===== src/rtl/txp_pkg.sv =====
package txp_pkg;

    localparam int BYTE_W = 8;

    typedef enum logic [2:0] {
        PH_IDLE,
        PH_START,
        PH_SIZE,
        PH_DATA,
        PH_RED,
        PH_END
    } phase_e;

    // regenerate a parity-protected size byte from bus bits {A,B,C}
    function automatic logic [BYTE_W-1:0] size_byte(input logic [2:0] cba);
        logic par;
        par = ^cba;
        return {~{par, cba}, par, cba};
    endfunction

    // count = 4*C + 2*B + A, with C in bus bit 0
    function automatic logic [2:0] size_count(input logic [2:0] cba);
        return {cba[0], cba[1], cba[2]};
    endfunction

endpackage


===== src/rtl/txp_bit_timer.sv =====
module txp_bit_timer #(
    parameter int OVERSAMPLE = 32
) (
    input  logic clk,
    input  logic rst,
    input  logic run_i,
    input  logic async_i,
    input  logic restart_i,
    output logic tick_o
);
    localparam int DIV_W = (OVERSAMPLE > 1) ? $clog2(OVERSAMPLE) : 1;
    localparam logic [DIV_W-1:0] LAST = DIV_W'(OVERSAMPLE - 1);

    logic [DIV_W-1:0] div_d, div_q;

    always_comb begin
        tick_o = run_i && (!async_i || (div_q == LAST));
        div_d  = div_q;
        if (restart_i) begin
            div_d = LAST;
        end else if (run_i && async_i) begin
            div_d = tick_o ? '0 : div_q + 1'b1;
        end
    end

    always_ff @(posedge clk) begin
        if (rst) div_q <= '0;
        else     div_q <= div_d;
    end
endmodule


===== src/rtl/txp_crc.sv =====
module txp_crc #(
    parameter int                 W_LONG  = 15,
    parameter int                 W_SHORT = 7,
    parameter logic [W_LONG-1:0]  POLY_L  = 15'h4CC5,
    parameter logic [W_LONG-1:0]  POLY_S  = 15'h0065
) (
    input  logic              clk,
    input  logic              rst,
    input  logic              clear_i,
    input  logic              en_i,
    input  logic              bit_i,
    input  logic              long_i,
    output logic [W_LONG-1:0] crc_o
);
    localparam logic [W_LONG-1:0] MASK_S = {{(W_LONG-W_SHORT){1'b0}}, {W_SHORT{1'b1}}};

    logic [W_LONG-1:0] crc_d, crc_q;
    logic              top, fb;
    logic [W_LONG-1:0] shifted;

    always_comb begin
        top     = long_i ? crc_q[W_LONG-1] : crc_q[W_SHORT-1];
        fb      = bit_i ^ top;
        shifted = {crc_q[W_LONG-2:0], 1'b0} ^ (fb ? (long_i ? POLY_L : POLY_S) : '0);
        crc_d   = crc_q;
        if (clear_i) begin
            crc_d = '0;
        end else if (en_i) begin
            crc_d = long_i ? shifted : (shifted & MASK_S);
        end
    end

    always_ff @(posedge clk) begin
        if (rst) crc_q <= '0;
        else     crc_q <= crc_d;
    end

    assign crc_o = crc_q;
endmodule


===== src/rtl/txp_start_arm.sv =====
module txp_start_arm (
    input  logic clk,
    input  logic rst,
    input  logic start_i,
    input  logic busy_i,
    output logic fire_o
);
    logic armed_d, armed_q;

    always_comb begin
        fire_o  = start_i && armed_q && !busy_i;
        armed_d = armed_q;
        if (fire_o)                    armed_d = 1'b0;
        else if (!start_i && !busy_i)  armed_d = 1'b1;
    end

    always_ff @(posedge clk) begin
        if (rst) armed_q <= 1'b0;
        else     armed_q <= armed_d;
    end
endmodule


===== src/rtl/protected_msg_tx.sv =====
module protected_msg_tx
    import txp_pkg::*;
#(
    parameter int                 OVERSAMPLE  = 32,
    parameter int                 CRC_LONG_W  = 15,
    parameter int                 CRC_SHORT_W = 7,
    parameter logic [CRC_LONG_W-1:0] POLY_LONG  = 15'h4CC5,
    parameter logic [CRC_LONG_W-1:0] POLY_SHORT = 15'h0065,
    parameter int                 COUNT_HI    = 6,
    parameter int                 COUNT_MID   = 4,
    parameter int                 COUNT_LO    = 2
) (
    input  logic              clk,
    input  logic              rst,
    input  logic              start_i,
    input  logic [1:0]        len_code_i,
    input  logic              hd6_i,
    input  logic              async_i,
    input  logic [BYTE_W-1:0] data_i,
    output logic              line_o,
    output logic              busy_o,
    output logic              take_o,
    output logic              msync_o
);
    localparam int BIT_W  = $clog2(CRC_LONG_W + 1);
    localparam int LEFT_W = 3;
    localparam logic [BIT_W-1:0] LAST_BYTE_BIT = BIT_W'(BYTE_W - 1);
    localparam logic [BIT_W-1:0] TOP_LONG      = BIT_W'(CRC_LONG_W - 1);
    localparam logic [BIT_W-1:0] TOP_SHORT     = BIT_W'(CRC_SHORT_W - 1);

    typedef struct packed {
        phase_e             phase;
        logic [BIT_W-1:0]   bitn;
        logic [LEFT_W-1:0]  left;
        logic [BYTE_W-1:0]  sh;
        logic               line;
        logic               busy;
        logic               msync;
        logic               async_m;
        logic               hd6;
        logic               varlen;
    } st_t;

    localparam st_t ST_RESET = '{
        phase:   PH_IDLE,
        bitn:    '0,
        left:    '0,
        sh:      '0,
        line:    1'b1,
        busy:    1'b0,
        msync:   1'b0,
        async_m: 1'b0,
        hd6:     1'b0,
        varlen:  1'b0
    };

    st_t s_d, s_q;

    logic                  fire, tick;
    logic                  crc_en, crc_bit;
    logic [CRC_LONG_W-1:0] crc_val;
    logic [BYTE_W-1:0]     sz;
    logic                  bit_now;
    logic [BIT_W-1:0]      red_top, red_idx;
    logic [LEFT_W-1:0]     fixed_cnt;

    txp_start_arm u_arm (
        .clk     (clk),
        .rst     (rst),
        .start_i (start_i),
        .busy_i  (s_q.busy),
        .fire_o  (fire)
    );

    txp_bit_timer #(.OVERSAMPLE(OVERSAMPLE)) u_timer (
        .clk       (clk),
        .rst       (rst),
        .run_i     (s_q.busy),
        .async_i   (s_q.async_m),
        .restart_i (fire),
        .tick_o    (tick)
    );

    txp_crc #(
        .W_LONG  (CRC_LONG_W),
        .W_SHORT (CRC_SHORT_W),
        .POLY_L  (POLY_LONG),
        .POLY_S  (POLY_SHORT)
    ) u_crc (
        .clk     (clk),
        .rst     (rst),
        .clear_i (fire),
        .en_i    (crc_en),
        .bit_i   (crc_bit),
        .long_i  (s_q.hd6),
        .crc_o   (crc_val)
    );

    always_comb begin
        unique case (len_code_i)
            2'b11:   fixed_cnt = LEFT_W'(COUNT_HI);
            2'b01:   fixed_cnt = LEFT_W'(COUNT_MID);
            2'b10:   fixed_cnt = LEFT_W'(COUNT_LO);
            default: fixed_cnt = '0;
        endcase
    end

    always_comb begin
        s_d     = s_q;
        crc_en  = 1'b0;
        crc_bit = 1'b0;
        sz      = size_byte(data_i[2:0]);
        bit_now = (s_q.bitn == '0) ? data_i[0] : s_q.sh[s_q.bitn[2:0]];
        red_top = s_q.hd6 ? TOP_LONG : TOP_SHORT;
        red_idx = red_top - s_q.bitn;

        if (!s_q.busy) begin
            if (fire) begin
                s_d.busy    = 1'b1;
                s_d.async_m = async_i;
                s_d.hd6     = hd6_i;
                s_d.varlen  = (len_code_i == 2'b00);
                s_d.left    = fixed_cnt;
                s_d.bitn    = '0;
                if (async_i)                  s_d.phase = PH_START;
                else if (len_code_i == 2'b00) s_d.phase = PH_SIZE;
                else                          s_d.phase = PH_DATA;
            end
        end else if (tick) begin
            unique case (s_q.phase)
                PH_START: begin
                    s_d.line  = 1'b0;
                    s_d.bitn  = '0;
                    s_d.phase = s_q.varlen ? PH_SIZE : PH_DATA;
                end
                PH_SIZE: begin
                    if (s_q.bitn == '0) begin
                        s_d.line = sz[0];
                        s_d.sh   = sz;
                        s_d.left = size_count(data_i[2:0]);
                    end else begin
                        s_d.line = s_q.sh[s_q.bitn[2:0]];
                    end
                    if (s_q.bitn == LAST_BYTE_BIT) begin
                        s_d.bitn  = '0;
                        s_d.phase = (s_q.left == '0) ? PH_RED : PH_DATA;
                    end else begin
                        s_d.bitn = s_q.bitn + 1'b1;
                    end
                end
                PH_DATA: begin
                    if (s_q.bitn == '0) s_d.sh = data_i;
                    s_d.line = bit_now;
                    crc_en   = 1'b1;
                    crc_bit  = bit_now;
                    if (s_q.bitn == LAST_BYTE_BIT) begin
                        s_d.bitn  = '0;
                        s_d.left  = s_q.left - 1'b1;
                        s_d.phase = (s_q.left == LEFT_W'(1)) ? PH_RED : PH_DATA;
                    end else begin
                        s_d.bitn = s_q.bitn + 1'b1;
                    end
                end
                PH_RED: begin
                    s_d.line = crc_val[red_idx];
                    if (s_q.bitn == red_top) begin
                        s_d.phase = PH_END;
                        s_d.bitn  = '0;
                    end else begin
                        s_d.bitn = s_q.bitn + 1'b1;
                    end
                end
                PH_END: begin
                    s_d.busy  = 1'b0;
                    s_d.line  = 1'b1;
                    s_d.msync = 1'b0;
                    s_d.phase = PH_IDLE;
                end
                default: begin
                    s_d.phase = PH_IDLE;
                end
            endcase
            if (s_q.phase inside {PH_START, PH_SIZE, PH_DATA, PH_RED}) begin
                s_d.msync = !s_q.async_m;
            end
        end
    end

    always_ff @(posedge clk) begin
        if (rst) s_q <= ST_RESET;
        else     s_q <= s_d;
    end

    assign line_o  = s_q.line;
    assign busy_o  = s_q.busy;
    assign msync_o = s_q.msync;
    assign take_o  = s_q.busy && tick && (s_q.bitn == '0) &&
                     ((s_q.phase == PH_SIZE) || (s_q.phase == PH_DATA));
endmodule



===== config.mk =====
export PLATFORM = sky130hd
export DESIGN_NAME = protected_msg_tx
export DESIGN_NICKNAME = d
export VERILOG_FILES = /design/src/rtl/txp_pkg.sv /design/src/rtl/txp_bit_timer.sv /design/src/rtl/txp_crc.sv /design/src/rtl/txp_start_arm.sv /design/src/rtl/protected_msg_tx.sv
export SDC_FILE = /design/constraint.sdc
export NUM_CORES = 1
export LEC_CHECK = 0
export ABC_AREA = 1
export CAP_MARGIN = 0
export CORE_ASPECT_RATIO = 0.8
export CORE_MARGIN = 8
export CORE_UTILIZATION = 50
export DETAILED_ROUTE_END_ITERATION = 6
export PLACE_DENSITY = 0.77
export SYNTH_ARGS = -nofsm -noshare
export SYNTH_HDL_FRONTEND = slang
export SYNTH_SLANG_ARGS = --single-unit

===== constraint.sdc =====
create_clock -name clk -period 5.66 [get_ports clk]
set_clock_uncertainty 0.1 [all_clocks]
set_input_delay 0.849 -clock clk [delete_from_list [all_inputs] [get_ports clk]]
set_output_delay 0.849 -clock clk [all_outputs]
set_load 0.005 [all_outputs]

==> impl_metrics.tcl, run 1 <==
set metrics [dict create \
    grt_first_pass_wirelength_um 10510 \
    core_um2 5345 \
    cts_setup_buffers 0 \
    grt_setup_unrepaired "false" \
    clk_latency_ns 0.30 \
    fin_area_um2 2989 \
    drt_first_iter_violations 275 \
    seqCellArea_um2 900.9 \
    cts_tree "done" \
    drc 0 \
    clock-sinks 45 \
    crit_path_end_kind "primary output" \
    syn-cell-area_um2 2710 \
    tightest_slew_ns 0.6421 \
    path_class "reg -> out" \
    min_period_ns 3.403 \
    antenna_cells 0 \
    nets 428 \
    critPathRequiredTime_ns 4.71 \
    synth-seq-area-share_pct 33.24 \
    gr-total-overflow 0 \
    hpwl_um 4493 \
    first_global_vias 2291 \
    leakagePower_nw 1.186 \
    ctsResizeCount 0 \
    routedWlPerCell_um 13.19 \
    fp-row-count 24 \
    antenna_found_initial 0 \
    cts_inserted_buffers 5 \
    cts.clk_slew.worst_paths_ns 0.08 \
    ant_nets 0 \
    via_count 2547 \
    start_util_pct 50.70 \
    setup_violations 0 \
    hold_buffers 0 \
    vias_per_cell 5.442 \
    gp_congestion 0.9729 \
    syn_inst 391 \
    avgSynthCellArea_um2 6.931 \
    slew_viol_final 0 \
    drv_cap 0 \
    powerDensity_nw_per_um2 223.1 \
    hold_path_class "reg -> reg" \
    status "finished, final reports clean" \
    ys_types 40 \
    fillers 536 \
    pin_count 19 \
    yosysWarnings 0 \
    crit_path_start_kind "flop" \
    cts-root-buf "clkbuf_8" \
    synth_nets 416 \
    cts_max_level 2 \
    max_freq_mhz 293.9 \
    max_slew_margin_pct 56.74 \
    drive_gt1_share_pct 9.429 \
    routed_wl_um 6172 \
    min_period_over_period_pct 60.12 \
    io_buffers 18 \
    worstPathMaxFanout 13 \
    ys_ff_latch 45 \
    crit_arrival_ns 2.45 \
    die_w_um 98.31 \
    synthFlopType "dfxtp_1" \
    die_area_um2 8047 \
    clockBufferDepth 2 \
    area_growth_pct 10.30 \
    die_h_um 81.85 \
    dr.pass1.iters 4 \
    dpl_cell_area_um2 2885 \
    multi_input_area_um2 1515 \
    fin_tns_setup_ns 0 \
    grt_usage_pct 15.74 \
    synth-edff-count 0 \
    peakVddDrop_uv 109.3 \
    grt_max_degree 21 \
    async_reset_ff_share_pct 0 \
    hold_viol 0 \
]
## worst paths after layout
kind                                        from  cells past startpoint  slack (ns)             end
worst max-delay path            u_timer.div_q[0]                      9        2.26          take_o
worst min-delay path              u_crc.crc_o[8]                      2        0.38  u_crc.crc_o[9]
worst max register to register  u_timer.div_q[0]                     12        3.17  u_crc.crc_o[8]
worst min register to register    u_crc.crc_o[8]                      2        0.38  u_crc.crc_o[9]
## through the flow
stage,hold slack (ns),util [%],setup WS (ns),std cells,power (mW)
floorplan,0.3486,-,3.430,391,0.4069
global placement,0.3651,53.98,2.639,461,0.4335
detailed placement,0.3675,53.98,2.588,461,0.4359
CTS,0.3821,55.92,2.261,468,0.6692
global route,0.4062,55.92,2.103,468,0.6950
finish,0.3814,55.92,2.257,468,0.6669
## where the power goes
part | total [mW] | internal, mW | switching [mW]
Combinational | 0.0920 | 0.0358 | 0.0562
Clock | 0.237 | 0.128 | 0.108
Sequential | 0.338 | 0.328 | 0.0101
Total | 0.667 | 0.492 | 0.175
## critical path: stages (launching register included)
cell and delay [ns]:
dfxtp_1 0.36, ha_1 0.17, nand2_1 0.07, nor2_1 0.10
ha_1 0.17, inv_1 0.10, a21oi_4 0.33, inv_2 0.14
nor3_1 0.19, clkdlybuf4s50_1 0.54
## layout by cell type (no fill, tap or decap)
cell | synthesis | final
nand3b_1 | 2 | 2
bufinv_16 | 0 | 1
inv_4 | 2 | 2
o21ai_2 | 1 | 1
ha_1 | 10 | 10
a21oi_2 | 4 | 4
a21oi_1 | 36 | 36
dfxtp_1 | 45 | 45
nand3_4 | 1 | 1
o211ai_1 | 1 | 1
xor2_1 | 3 | 3
clkinv_2 | 0 | 1
clkbuf_8 | 0 | 5
nor2_8 | 1 | 1
xnor2_1 | 2 | 2
clkinv_1 | 1 | 1
a31oi_1 | 8 | 8
nor2_1 | 28 | 28
a311oi_1 | 1 | 1
nor2_2 | 2 | 2
nand2_2 | 4 | 4
inv_1 | 47 | 47
nor2_4 | 1 | 1
a211oi_1 | 3 | 3
o221ai_1 | 1 | 1
nand2_4 | 3 | 3
or2_2 | 3 | 3
o21ai_1 | 1 | 1
a21oi_4 | 1 | 1
nand3_1 | 34 | 34
o31ai_1 | 1 | 1
clkdlybuf4s50_1 | 0 | 18
nand4_1 | 3 | 3
o22ai_1 | 1 | 1
inv_2 | 4 | 4
nand3_2 | 4 | 4
nand2_1 | 75 | 75
nor3_1 | 4 | 4
o21ai_0 | 40 | 40
## sequential cells by signal, summed over array words and instances (netlist names)
name / cells
u_timer.div_q: 5
u_crc.crc_o: 15
msync_o: 1
busy_o: 1
s_q: 21
u_arm.armed_q: 1
line_o: 1
## synthesized netlist by cell type (3+ instances only)
cell      count  area [um2]
a21oi_1      36       180.2
nand2_1      75       281.5
or2_2         3       18.77
ha_1         10       125.1
dfxtp_1      45       900.9
a211oi_1      3       22.52
nand3_2       4       40.04
nand3_1      34       170.2
buf_2         5       25.02
nand4_1       3       18.77
a31oi_1       8       50.05
a21oi_2       4       35.03
o21ai_0      40       200.2
xor2_1        3       26.28
nand2_4       3       33.78
inv_2         4       15.01
inv_1        47       176.4
nor2_1       28       105.1
clkbuf_1      4       15.01
nor3_1        4       20.02
nand2_2       4       25.02
## area by class of cell
type                    instances  share of cell area [%]
repair buffers                 18                   6.028
clock inverters                 2                   1.172
clock buffers                   5                   2.302
well taps                      65                   2.721
inverters                      54                   6.948
multi-input cells             279                   50.69
flip-flops and latches         45                   30.14
## cell families after synthesis
family / count (synthesis) / share of synthesized area [%]
flip-flops: 45 / 33.24
AND/OR/NAND/NOR: 165 / 29.13
adder cells (fa/ha/maj): 10 / 4.617
XOR/XNOR: 5 / 1.616
buffers and inverters: 67 / 10.85
AO/OA/AOI/OAI: 99 / 20.55
## metal layers
layer  part of all wire (%)  up-vias  routed length [um]  global-route usage, %
met2                     43       69                2626                  24.59
met1                     51     1154                3127                  21.26
li1                       -     1319                   -                      -
met4                   0.84        0                  52                  4.885
met3                    5.9        5                 366                  3.472
met5                      0        -                   0                      0
(Power assumes the default switching activity.)
==> run 2, diff against run 1 <==
Clock period 5.66 ns to 3.42 ns, I/O delays scaled along.
==> impl_metrics.tcl, run 2 (synthesis results as in run 1) <==
set metrics [dict create \
    status "finished, final reports clean" \
    clk_latency_ns 0.30 \
    max_slew_margin_pct 54.66 \
    slew_viol_final 0 \
    max_freq_mhz 349.1 \
    core_um2 5345 \
    nets 429 \
    largest_reg_flops 21 \
    grt_usage_pct 16.34 \
    routed_wl_um 6096 \
    regMostFlops "s_q" \
    min_period_ns 2.865 \
    tightest_slew_ns 0.6784 \
    first_global_vias 2320 \
    min_period_over_period_pct 83.76 \
    clock-sinks 45 \
    final_util_pct 56.02 \
    drv_cap 0 \
    leakagePower_nw 1.192 \
    clockBufferDepth 2 \
    antenna_found_initial 0 \
    cts_tree "done" \
    ctsResizeCount 0 \
    path_class "reg -> out" \
    area_growth_pct 10.48 \
    peakVddDrop_uv 225.1 \
    cts_setup_buffers 0 \
    via_count 2518 \
    grt_max_degree 21 \
    crit_path_end_kind "primary output" \
    worstPathMaxFanout 4 \
    pre_cts_slack_ns 0.7258 \
    die_w_um 98.31 \
    gp_congestion 0.9225 \
    powerDensity_nw_per_um2 358.9 \
    cts_inserted_buffers 5 \
    grt_setup_unrepaired "false" \
    hold_viol 0 \
    hold_path_class "reg -> reg" \
    pin_count 19 \
    vias_per_cell 5.357 \
    die_area_um2 8047 \
    setup_violations 0 \
    dpl_cell_area_um2 2893 \
    critPathRequiredTime_ns 2.81 \
    mostFrequentLayoutCell "nand2_1" \
    fin_area_um2 2994 \
    crit_arrival_ns 2.25 \
    grt_first_pass_wirelength_um 10850 \
    fin_ws_ns 0.5553 \
    start_util_pct 50.70 \
    fp-row-count 24 \
    io_buffers 18 \
    die_h_um 81.85 \
    dr.pass1.iters 4 \
    drc 0 \
    crit_path_start_kind "flop" \
    final_cell_mix "nand2_1, inv_1, dfxtp_1, o21ai_0, a21oi_1" \
    hold_buffers 0 \
    gr-total-overflow 0 \
    hpwl_um 4507 \
    cts-root-buf "clkbuf_8" \
    fin_tns_setup_ns 0 \
    cts.clk_slew.worst_paths_ns 0.08 \
    antenna_cells 0 \
    drt_first_iter_violations 218 \
    cts_max_level 2 \
    routedWlPerCell_um 12.97 \
    ant_nets 0 \
    drive_gt1_share_pct 9.877 \
]
==> run 2: changes by cell type in the layout (fill, tap and decap cells not counted), sizes merged <==
cell,delta
bufinv,-1
buf,+1
clkbuf,+2
==> run 2: per-layer routing <==
metal	wire [um]	GRT usage, %	vias to the layer above
li1	-	-	1316
met1	3112	21.57	1145
met2	2599	25.61	52
met3	320	3.895	5
met4	63	5.954	0
met5	0	0	-
==> run 2: power breakdown <==
part / switching, mW / total, mW / internal, mW / leakage [nW]
clock network: 0.181 / 0.363 / 0.183 / 0.0542
logic: 0.0923 / 0.152 / 0.0601 / 0.772
registers: 0.0159 / 0.559 / 0.543 / 0.365
total: 0.289 / 1.07 / 0.786 / 1.19
==> run 2: worst max-delay path, cell delays in order, from the launching register on <==
cell,delay [ns]
dfxtp_1,0.36
ha_1,0.17
nand2_1,0.07
nor2_1,0.11
ha_1,0.17
inv_1,0.10
a21oi_4,0.14
inv_2,0.10
nor3_1,0.18
clkdlybuf4s50_1,0.54
==> run 2: layout make-up <==
class / count / area, um2
clock inverter: 1 / 5.005
inverter: 54 / 207.7
multi-input combinational: 279 / 1515
fill: 522 / 2351
sequential: 45 / 900.9
clock buffer: 7 / 96.34
timing repair buffer: 19 / 187.7
tap: 65 / 81.33
==> run 2: path summary, 6_finish.rpt <==
path	from	endpoint	slack, ns	depth (start not counted)
setup / recovery	u_timer.div_q[0]	take_o	0.56	9
hold / removal	line_o	line_o	0.39	2
setup reg to reg	s_q[17]	line_o	1.15	11
hold reg to reg	line_o	line_o	0.39	2
==> run 2: metrics by stage <==
step	hold slack, ns	std cells	total power, mW
final	0.3861	470	1.075
after global routing	0.4099	470	1.131
after CTS	0.3869	470	1.085
after detailed placement	0.3564	462	0.7220
after global placement	0.3637	462	0.7183
after floorplan	0.3486	391	0.6734
